File: src/rtl/adcStrobePkg.sv
package adcStrobePkg;

  typedef enum logic [3:0] {
    ST_RESET,
    ST_INIT_ON,
    ST_INIT_HOLD,
    ST_INIT_OFF,
    ST_IDLE,
    ST_CONV,
    ST_RD_ON,
    ST_RD_HOLD,
    ST_RD_OFF
  } stateT;

  typedef struct packed {
    logic cntClr;
    logic capture;
    logic strobeOn;
    logic validPulse;
    logic busy;
  } ctrlT;

endpackage

File: src/rtl/adcStrobeFsm.sv
module adcStrobeFsm
  import adcStrobePkg::*;
(
  input  logic clk,
  input  logic rst,
  input  logic req,
  input  logic intFall,
  input  logic cntDone,
  output ctrlT ctrl
);

  stateT state;
  stateT nextState;

  always_ff @(posedge clk) begin
    if (rst) state <= ST_RESET;
    else     state <= nextState;
  end

  always_comb begin
    nextState = state;
    case (state)
      ST_RESET:     nextState = ST_INIT_ON;
      ST_INIT_ON:   nextState = ST_INIT_HOLD;
      ST_INIT_HOLD: if (cntDone) nextState = ST_INIT_OFF;
      ST_INIT_OFF:  nextState = ST_IDLE;
      ST_IDLE:      if (req) nextState = ST_CONV;
      // an interrupt edge restarts the settling count instead of leaving
      ST_CONV:      if (cntDone && !intFall) nextState = ST_RD_ON;
      ST_RD_ON:     nextState = ST_RD_HOLD;
      ST_RD_HOLD:   if (cntDone) nextState = ST_RD_OFF;
      ST_RD_OFF:    nextState = ST_IDLE;
      default:      nextState = ST_RESET;
    endcase
  end

  always_comb begin
    ctrl.cntClr     = (nextState != state) || (state == ST_CONV && intFall);
    ctrl.strobeOn   = (state == ST_INIT_ON) || (state == ST_INIT_HOLD) ||
                      (state == ST_RD_ON)   || (state == ST_RD_HOLD);
    ctrl.capture    = (state == ST_RD_ON) || (state == ST_RD_HOLD);
    ctrl.validPulse = (state == ST_RD_OFF);
    ctrl.busy       = (state != ST_IDLE);
  end

endmodule

File: src/rtl/adcStrobeDatapath.sv
module adcStrobeDatapath
  import adcStrobePkg::*;
#(
  parameter int DATA_W      = 8,
  parameter int WAIT_CYCLES = 8,
  parameter int SYNC_STAGES = 2
) (
  input  logic              clk,
  input  logic              rst,
  input  ctrlT              ctrl,
  input  logic              intN,
  input  logic [DATA_W-1:0] dataIn,
  output logic              intFall,
  output logic              cntDone,
  output logic              strobeN,
  output logic [DATA_W-1:0] dataOut,
  output logic              dataValid,
  output logic              busy
);

  localparam int CNT_W = $clog2(WAIT_CYCLES + 1);
  localparam logic [CNT_W-1:0] CNT_LIMIT = CNT_W'(WAIT_CYCLES);

  // synchronizer stages plus one history flop for edge detection
  logic [SYNC_STAGES:0] intPipe;
  logic [CNT_W-1:0]     waitCnt;

  always_ff @(posedge clk) begin
    if (rst) intPipe <= '1;
    else     intPipe <= {intPipe[SYNC_STAGES-1:0], intN};
  end

  assign intFall = intPipe[SYNC_STAGES] & ~intPipe[SYNC_STAGES-1];

  always_ff @(posedge clk) begin
    if (rst || ctrl.cntClr) waitCnt <= '0;
    else if (!cntDone)      waitCnt <= waitCnt + 1'b1;
  end

  assign cntDone = (waitCnt >= CNT_LIMIT);

  always_ff @(posedge clk) begin
    if (rst)               dataOut <= '0;
    else if (ctrl.capture) dataOut <= dataIn;
  end

  assign strobeN   = ~ctrl.strobeOn;
  assign dataValid = ctrl.validPulse;
  assign busy      = ctrl.busy;

endmodule

File: src/rtl/adcStrobeCtrl.sv
module adcStrobeCtrl
  import adcStrobePkg::*;
#(
  parameter int DATA_W      = 8,
  parameter int WAIT_CYCLES = 8
) (
  input  logic              clk,
  input  logic              rst,
  input  logic              req,
  input  logic              intN,
  input  logic [DATA_W-1:0] dataIn,
  output logic              strobeN,
  output logic [DATA_W-1:0] dataOut,
  output logic              dataValid,
  output logic              busy
);

  ctrlT ctrl;
  logic intFall;
  logic cntDone;

  adcStrobeFsm u_fsm (
    .clk     (clk),
    .rst     (rst),
    .req     (req),
    .intFall (intFall),
    .cntDone (cntDone),
    .ctrl    (ctrl)
  );

  adcStrobeDatapath #(
    .DATA_W      (DATA_W),
    .WAIT_CYCLES (WAIT_CYCLES),
    .SYNC_STAGES (2)
  ) u_dp (
    .clk       (clk),
    .rst       (rst),
    .ctrl      (ctrl),
    .intN      (intN),
    .dataIn    (dataIn),
    .intFall   (intFall),
    .cntDone   (cntDone),
    .strobeN   (strobeN),
    .dataOut   (dataOut),
    .dataValid (dataValid),
    .busy      (busy)
  );

endmodule

File: config.mk
export PLATFORM = sky130hd
export DESIGN_NAME = adcStrobeCtrl
export DESIGN_NICKNAME = d
export VERILOG_FILES = /design/src/rtl/adcStrobePkg.sv /design/src/rtl/adcStrobeFsm.sv /design/src/rtl/adcStrobeDatapath.sv /design/src/rtl/adcStrobeCtrl.sv
export SDC_FILE = /design/constraint.sdc
export NUM_CORES = 1
export LEC_CHECK = 0
export ABC_AREA = 1
export BUFFER_PORTS_ARGS = -buffer_cell sky130_fd_sc_hd__buf_2
export CORE_AREA = 4 4 49 51
export DETAILED_ROUTE_END_ITERATION = 8
export DIE_AREA = 0 0 53 55
export HOLD_SLACK_MARGIN = 0.12
export PLACE_DENSITY = 0.71
export SYNTH_ARGS = -nofsm -noshare
export SYNTH_HDL_FRONTEND = slang
export SYNTH_SLANG_ARGS = --single-unit
export TNS_END_PERCENT = 1
File: constraint.sdc
create_clock -name clk -period 1.06 [get_ports clk]
set_input_delay 0 -clock clk [delete_from_list [all_inputs] [get_ports clk]]
set_output_delay 0 -clock clk [all_outputs]
set_load 0.02 [all_outputs]
==> results.toml, run 1 <==
[setup_path]
rr_worst_depth = 8
cp_data_required_time_ps = 1060
startpoint = "u_fsm.state[2]$_SDFF_PP0_"
end_kind = "output pin"
critical_path_class = "reg2out"
r2r_start = "u_fsm.state[0]$_SDFF_PP0_"
ff2ff_setup_slack_ps = -170
worstReg2RegEnd = "u_dp.waitCnt[3]$_SDFFE_PP0N_"
arrival_ps = 1300
cp-start-kind = "flop"
cp_max_fo = 4

[min_path]
hp-start = "intN"
min_to = "u_dp.intPipe[0]$_SDFF_PP1_"
hp-class = "in2reg"
hold_depth = 3

[global_route]
grt_usage_pct = 16.7
grt_max_degree = 15
gr-total-overflow = 0
grt_pass1_wl_um = 3620
antenna_found_initial = 0
grt_pass1_vias = 906

[floorplanning]
row_count = 16
ios = 23
initial_core_util_pct = 44.7
die_area_um2 = 2920
die_x_um = 53
die_h_um = 55
coreArea_um2 = 1940

[power_and_ir_drop]
swShare_pct = 34.5
pwr-share-seq_pct = 42.5
power_frac_comb_pct = 40.3
p_leak_nw = 0.647
p_int_mw = 1.39
power.density_nw_per_um2 = 1540
switchingPower_mw = 0.732
clock_power_share_pct = 17.2
ir_drop_uv = 988
total_power_mw = 2.12

[placement]
gp_congestion = 0.853
numPortBuffers = 22
dp_hpwl_um = 1420

[final_layout]
syn_to_final_growth_pct = 58.2
antenna_cells = 0
fin_nets = 187
drive_above_1_share_pct = 44.8
fillerInstances = 157
fin_util_pct = 70.7

[flow_run]
maxCapViolCount = 0

[sta]
fin_ws_ps = -235
fmax_mhz = 772
hold_viol_final = 0
slew_headroom_pct = 66.6
fin_crit_ps = 1300
rsz0062_at_grt = "yes"
drv_slew = 0
setup_viol = 10
worstMarginPinSlew_ps = 499
fin_skew_ps = 3.60
min_period_over_period_pct = 122

[synth]
ys_top_cells_by_area = "dfxtp_1 44%, nand2_1 13%, a21oi_1 6.3%"
yosysMostFrequentCell = "nand2_1"
syn_inst = 119
ys_ff_latch = 19
avgSynthCellArea_um2 = 7.30
yosysUniqueCellTypes = 21
yosysSeqAreaShare_pct = 43.8
synth_edf_count = 0
synthTopCellsByCount = "30 x nand2_1, 19 x dfxtp_1, 13 x inv_1"
netlist_area_um2 = 868
synth_top_area_share_pct = 43.8
synth_flop_cell = "dfxtp_1"
async_flop_share_pct = 0
ys_warn_count = 0
syn_nets = 133
synth_area_leader_cell = "dfxtp_1"

[detailed_routing]
antenna_left = 0
firstDrtPassIters = 4
via_count = 912
vias_per_cell = 4.58
initialDrtViolationCount = 17
drc_errors = 0
wire_per_inst_um = 10.7
wl_um = 2140

[cts]
clockRootBuffer = "clkbuf_4"
cts_tree = "done"
clk_path_buf_depth = 2
cts_sinks = 19
clk_pin_slew_ps = 100
cts_htree_levels = 1
clk_latency_ps = 300
cts_inserted_buffers = 3

[status]
violations = "setup timing"
status = "finished, violations left"
[cell type report]
type	instances	area, um^2	area share, %
repair buffers	51	378	27.5
well taps	27	33.8	2.46
flip-flops and latches	19	393	28.6
multi-input cells	80	470	34.2
inverters	18	72.6	5.28
clock buffers	4	26.3	1.91
[sequential cells by signal (all words and copies together), names as in the netlist]
register	count
u_fsm.state	4
u_dp.intPipe	3
u_dp.waitCnt	4
u_dp.dataOut	8
[through the flow]
stage | setup TNS (ps) | worst slack [ps] | std cells | cell area, um^2 | hold WS [ps]
after floorplan | 0 | 1.04 | 119 | 876 | 69.1
after CTS | -1330 | -234 | 196 | 1320 | 419
after global placement | -474 | -84.5 | 179 | 1110 | 187
final | -1350 | -235 | 199 | 1370 | 420
after detailed placement | -820 | -141 | 179 | 1110 | 187
after global routing | -2300 | -287 | 199 | 1370 | 432
[cells by family (layout without fill, tap and decap cells)]
logic type | Yosys count | in the layout | synth area share (%)
xor gates and xnor gates | 2 | 2 | 2.02
DFF | 19 | 19 | 43.8
AOI/OAI and AO/OA | 16 | 16 | 9.80
buffers and inverters | 20 | 73 | 9.08
adders and majority gates | 2 | 2 | 2.88
and+or+nand+nor | 60 | 60 | 32.4
[layout by cell type (no fill, tap or decap), types with 3 or more instances in the layout]
master         synthesis  final
a21oi_1               11      9
buf_2                  1     19
buf_4                  0     17
buf_6                  0      4
clkbuf_4               0      3
dfxtp_1               19     15
dfxtp_4                0      3
dlygate4sd3_1          0     11
inv_1                 13     10
inv_2                  4      6
nand2_1               30     28
nand2_2                3      4
nand3_2                2      4
nor2_1                12     10
nor2_4                 0      3
[power by group through the flow]
stage	registers, mW	logic [mW]	clock network (mW)
2_1_floorplan	0.879	0.386	0
4_1_cts	0.901	0.770	0.366
3_3_place_gp	0.872	0.565	0
5_1_grt	0.913	0.929	0.405
3_5_place_dp	0.876	0.580	0
6_report	0.902	0.855	0.365
[how the worst max path moves through the flow]
stage	end	depth (start not counted)
final	strobeN	6
after global routing	strobeN	6
after CTS	strobeN	5
after detailed placement	u_dp.waitCnt[1]$_SDFFE_PP0N_	7
after global placement	u_dp.waitCnt[1]$_SDFFE_PP0N_	7
after floorplan	u_dp.waitCnt[0]$_SDFFE_PP0N_	8
[layer usage]
metal	part of all wire, %	vias up	routed length [um]	global-route usage, %
met5	0	-	0	0
met4	1.5	0	33	7.23
met2	52	22	1110	31.2
met3	4.6	5	99	3.49
met1	42	410	898	18.3
li1	-	475	-	-
[critical path, cell delays in order (launching register included)]
cell	delay, ps
dfxtp_4	380
nor2_4	90
inv_2	60
nor3_4	170
or2_4	140
inv_2	30
buf_6	120
[repair_timing]
item | CTS | global route
hold buffers | 11 | 0
buffers inserted | 3 | 3
gates cloned | 0 | 0
hold endpoints to repair | 15 | 0
resized for setup | 24 | 8
setup endpoints to repair | 11 | 14
pin swaps | 6 | 4
Power figures use the tool's default switching activity.
==> inputs of run 2 (changes only) <==
--- a/config.mk
+++ b/config.mk
@@ -6,12 +6,14 @@
 export NUM_CORES = 1
 export LEC_CHECK = 0
 export ABC_AREA = 1
-export BUFFER_PORTS_ARGS = -buffer_cell sky130_fd_sc_hd__buf_2
+export BUFFER_PORTS_ARGS = -buffer_cell sky130_fd_sc_hd__buf_4
 export CORE_AREA = 4 4 49 51
+export CTS_BUF_LIST = sky130_fd_sc_hd__clkbuf_8 sky130_fd_sc_hd__clkbuf_16
 export DETAILED_ROUTE_END_ITERATION = 8
 export DIE_AREA = 0 0 53 55
 export HOLD_SLACK_MARGIN = 0.12
 export PLACE_DENSITY = 0.71
+export REMOVE_ABC_BUFFERS = 1
 export SYNTH_ARGS = -nofsm -noshare
 export SYNTH_HDL_FRONTEND = slang
 export SYNTH_SLANG_ARGS = --single-unit
==> results.toml, run 2 (synthesis gave the netlist of run 1 again) <==
[detailed_routing]
drc_errors = 0
firstDrtPassIters = 4
initialDrtViolationCount = 16
via_count = 993
wl_um = 2910
antenna_left = 0
vias_per_cell = 4.92
wire_per_inst_um = 14.4

[setup_path]
cp_data_required_time_ps = 1230
critical_path_class = "reg2reg"
cp_max_fo = 4
end_kind = "flop"
cp-start-kind = "flop"
arrival_ps = 1520
ff2ff_setup_slack_ps = -290

[final_layout]
most-common-layout-cells = "36 x buf_4, 26 x nand2_1, 14 x dfxtp_1, 11 x dlygate4sd3_1, 9 x a21oi_1"
postLayoutCellArea_um2 = 1540
syn_to_final_growth_pct = 77.5
fin_nets = 190
drive_above_1_share_pct = 52.0
regArea_um2 = 394
antenna_cells = 0
layout_commonest_cell = "buf_4"
reg_top3 = "u_dp.dataOut x8, u_dp.waitCnt x4, u_fsm.state x4"
multi_input_area_um2 = 533
fillerInstances = 115
largest-register = "u_dp.dataOut"
largest_register_ffs = 8

[placement]
dp_hpwl_um = 1500
numPortBuffers = 22
gp_congestion = 0.831
placed_area_um2 = 1160

[cts]
clockRootBuffer = "clkbuf_8"
clk_path_buf_depth = 2
clk_latency_ps = 250
clk_pin_slew_ps = 70
cts_sinks = 19
cts_inserted_buffers = 3
cts_tree = "done"
cts_htree_levels = 1

[flow_run]
maxCapViolCount = 0

[floorplanning]
coreArea_um2 = 1940
die_area_um2 = 2920
die_x_um = 53
die_h_um = 55
row_count = 16
ios = 23
initial_core_util_pct = 44.7

[sta]
min_period_over_period_pct = 127
fin_ws_ps = -289
fin_skew_ps = 3.24
slew_headroom_pct = 64.2
hold_viol_final = 0
fin_crit_ps = 1350
final.setup.tns_ps = -1940
fmax_mhz = 741
worstMarginPinSlew_ps = 537
setup_viol = 12
drv_slew = 0
rsz0062_at_grt = "yes"
worst_hold_slack_ps = 199

[global_route]
grt_max_degree = 14
grt_pass1_wl_um = 4200
grt_usage_pct = 19.6
gr-total-overflow = 0
grt_pass1_vias = 994
antenna_found_initial = 0

[power_and_ir_drop]
ir_drop_uv = 1450
total_power_mw = 2.44
switchingPower_mw = 0.857
clock_power_share_pct = 20.5
p_int_mw = 1.58
p_leak_nw = 0.700
swShare_pct = 35.2
power.density_nw_per_um2 = 1580
pwr-share-seq_pct = 37.3
power_frac_comb_pct = 42.2

[status]
violations = "setup timing"
status = "finished, violations left"

[min_path]
hp-class = "in2reg"
[run 2: cell count changes in the layout (fill, tap and decap cells not counted), moves of 3 or more]
cell,before,now
nor2_4,3,7
nor2_1,10,5
buf_2,19,0
buf_4,17,36
clkbuf_4,3,0
clkbuf_8,0,3
[run 2: timing repair]
item | 4_1_cts | 5_1_grt
resized for setup | 24 | 29
pin swaps | 4 | 11
hold buffers | 12 | 0
endpoints found under the setup margin | 13 | 21
endpoints found under the hold margin | 14 | 0
buffers inserted | 4 | 3
[run 2: critical path: stages (launching register included)]
cell and delay [ps]:
dfxtp_4 410, buf_6 120, inv_2 30, nand2_2 70
nor2_4 60, nand2_1 60, nand2_1 70, o21ai_2 170
nand3_4 110, nor2_1 160
[run 2: power by group through the flow]
stage	registers [mW]	clock network, mW	logic, mW
global placement	0.874	0	0.579
CTS	0.892	0.489	0.813
detailed placement	0.879	0	0.599
floorplan	0.878	0	0.380
finish	0.909	0.499	1.03
global route	0.924	0.527	1.11
[run 2: path summary, 6_finish.rpt]
path / start / to / cells past startpoint
max reg2reg: u_fsm.state[1]$_SDFF_PP0_ / u_dp.waitCnt[0]$_SDFFE_PP0N_ / 9
min reg2reg: u_dp.intPipe[0]$_SDFF_PP1_ / u_dp.intPipe[1]$_SDFF_PP1_ / 1
min: req / u_fsm.state[0]$_SDFF_PP0_ / 5
max: u_fsm.state[1]$_SDFF_PP0_ / u_dp.waitCnt[0]$_SDFFE_PP0N_ / 9
[run 2: metal layers]
metal	share of wire (%)	up-vias	wire length [um]	track usage [%]
met5	0	-	0	0
met4	2.0	0	58	7.66
met3	5.6	8	164	2.41
met2	54	42	1560	39.0
met1	39	464	1130	20.8
li1	-	479	-	-
[run 2: cell type report]
class,count,area share [%]
clock buffer,3,2.68
clock inverter,1,0.244
inverter,18,4.87
multi-input combinational,80,34.6
tap,27,2.19
timing repair buffer,54,29.9
sequential,19,25.6
[run 2: metrics by stage]
step,worst slack (ps),utilization [%],std cells
final,-289,79.4,202
after global routing,-352,79.4,202
after CTS,-191,72.9,199
after detailed placement,-152,59.5,179
after global placement,-121,59.5,179
after floorplan,-85.4,-,117
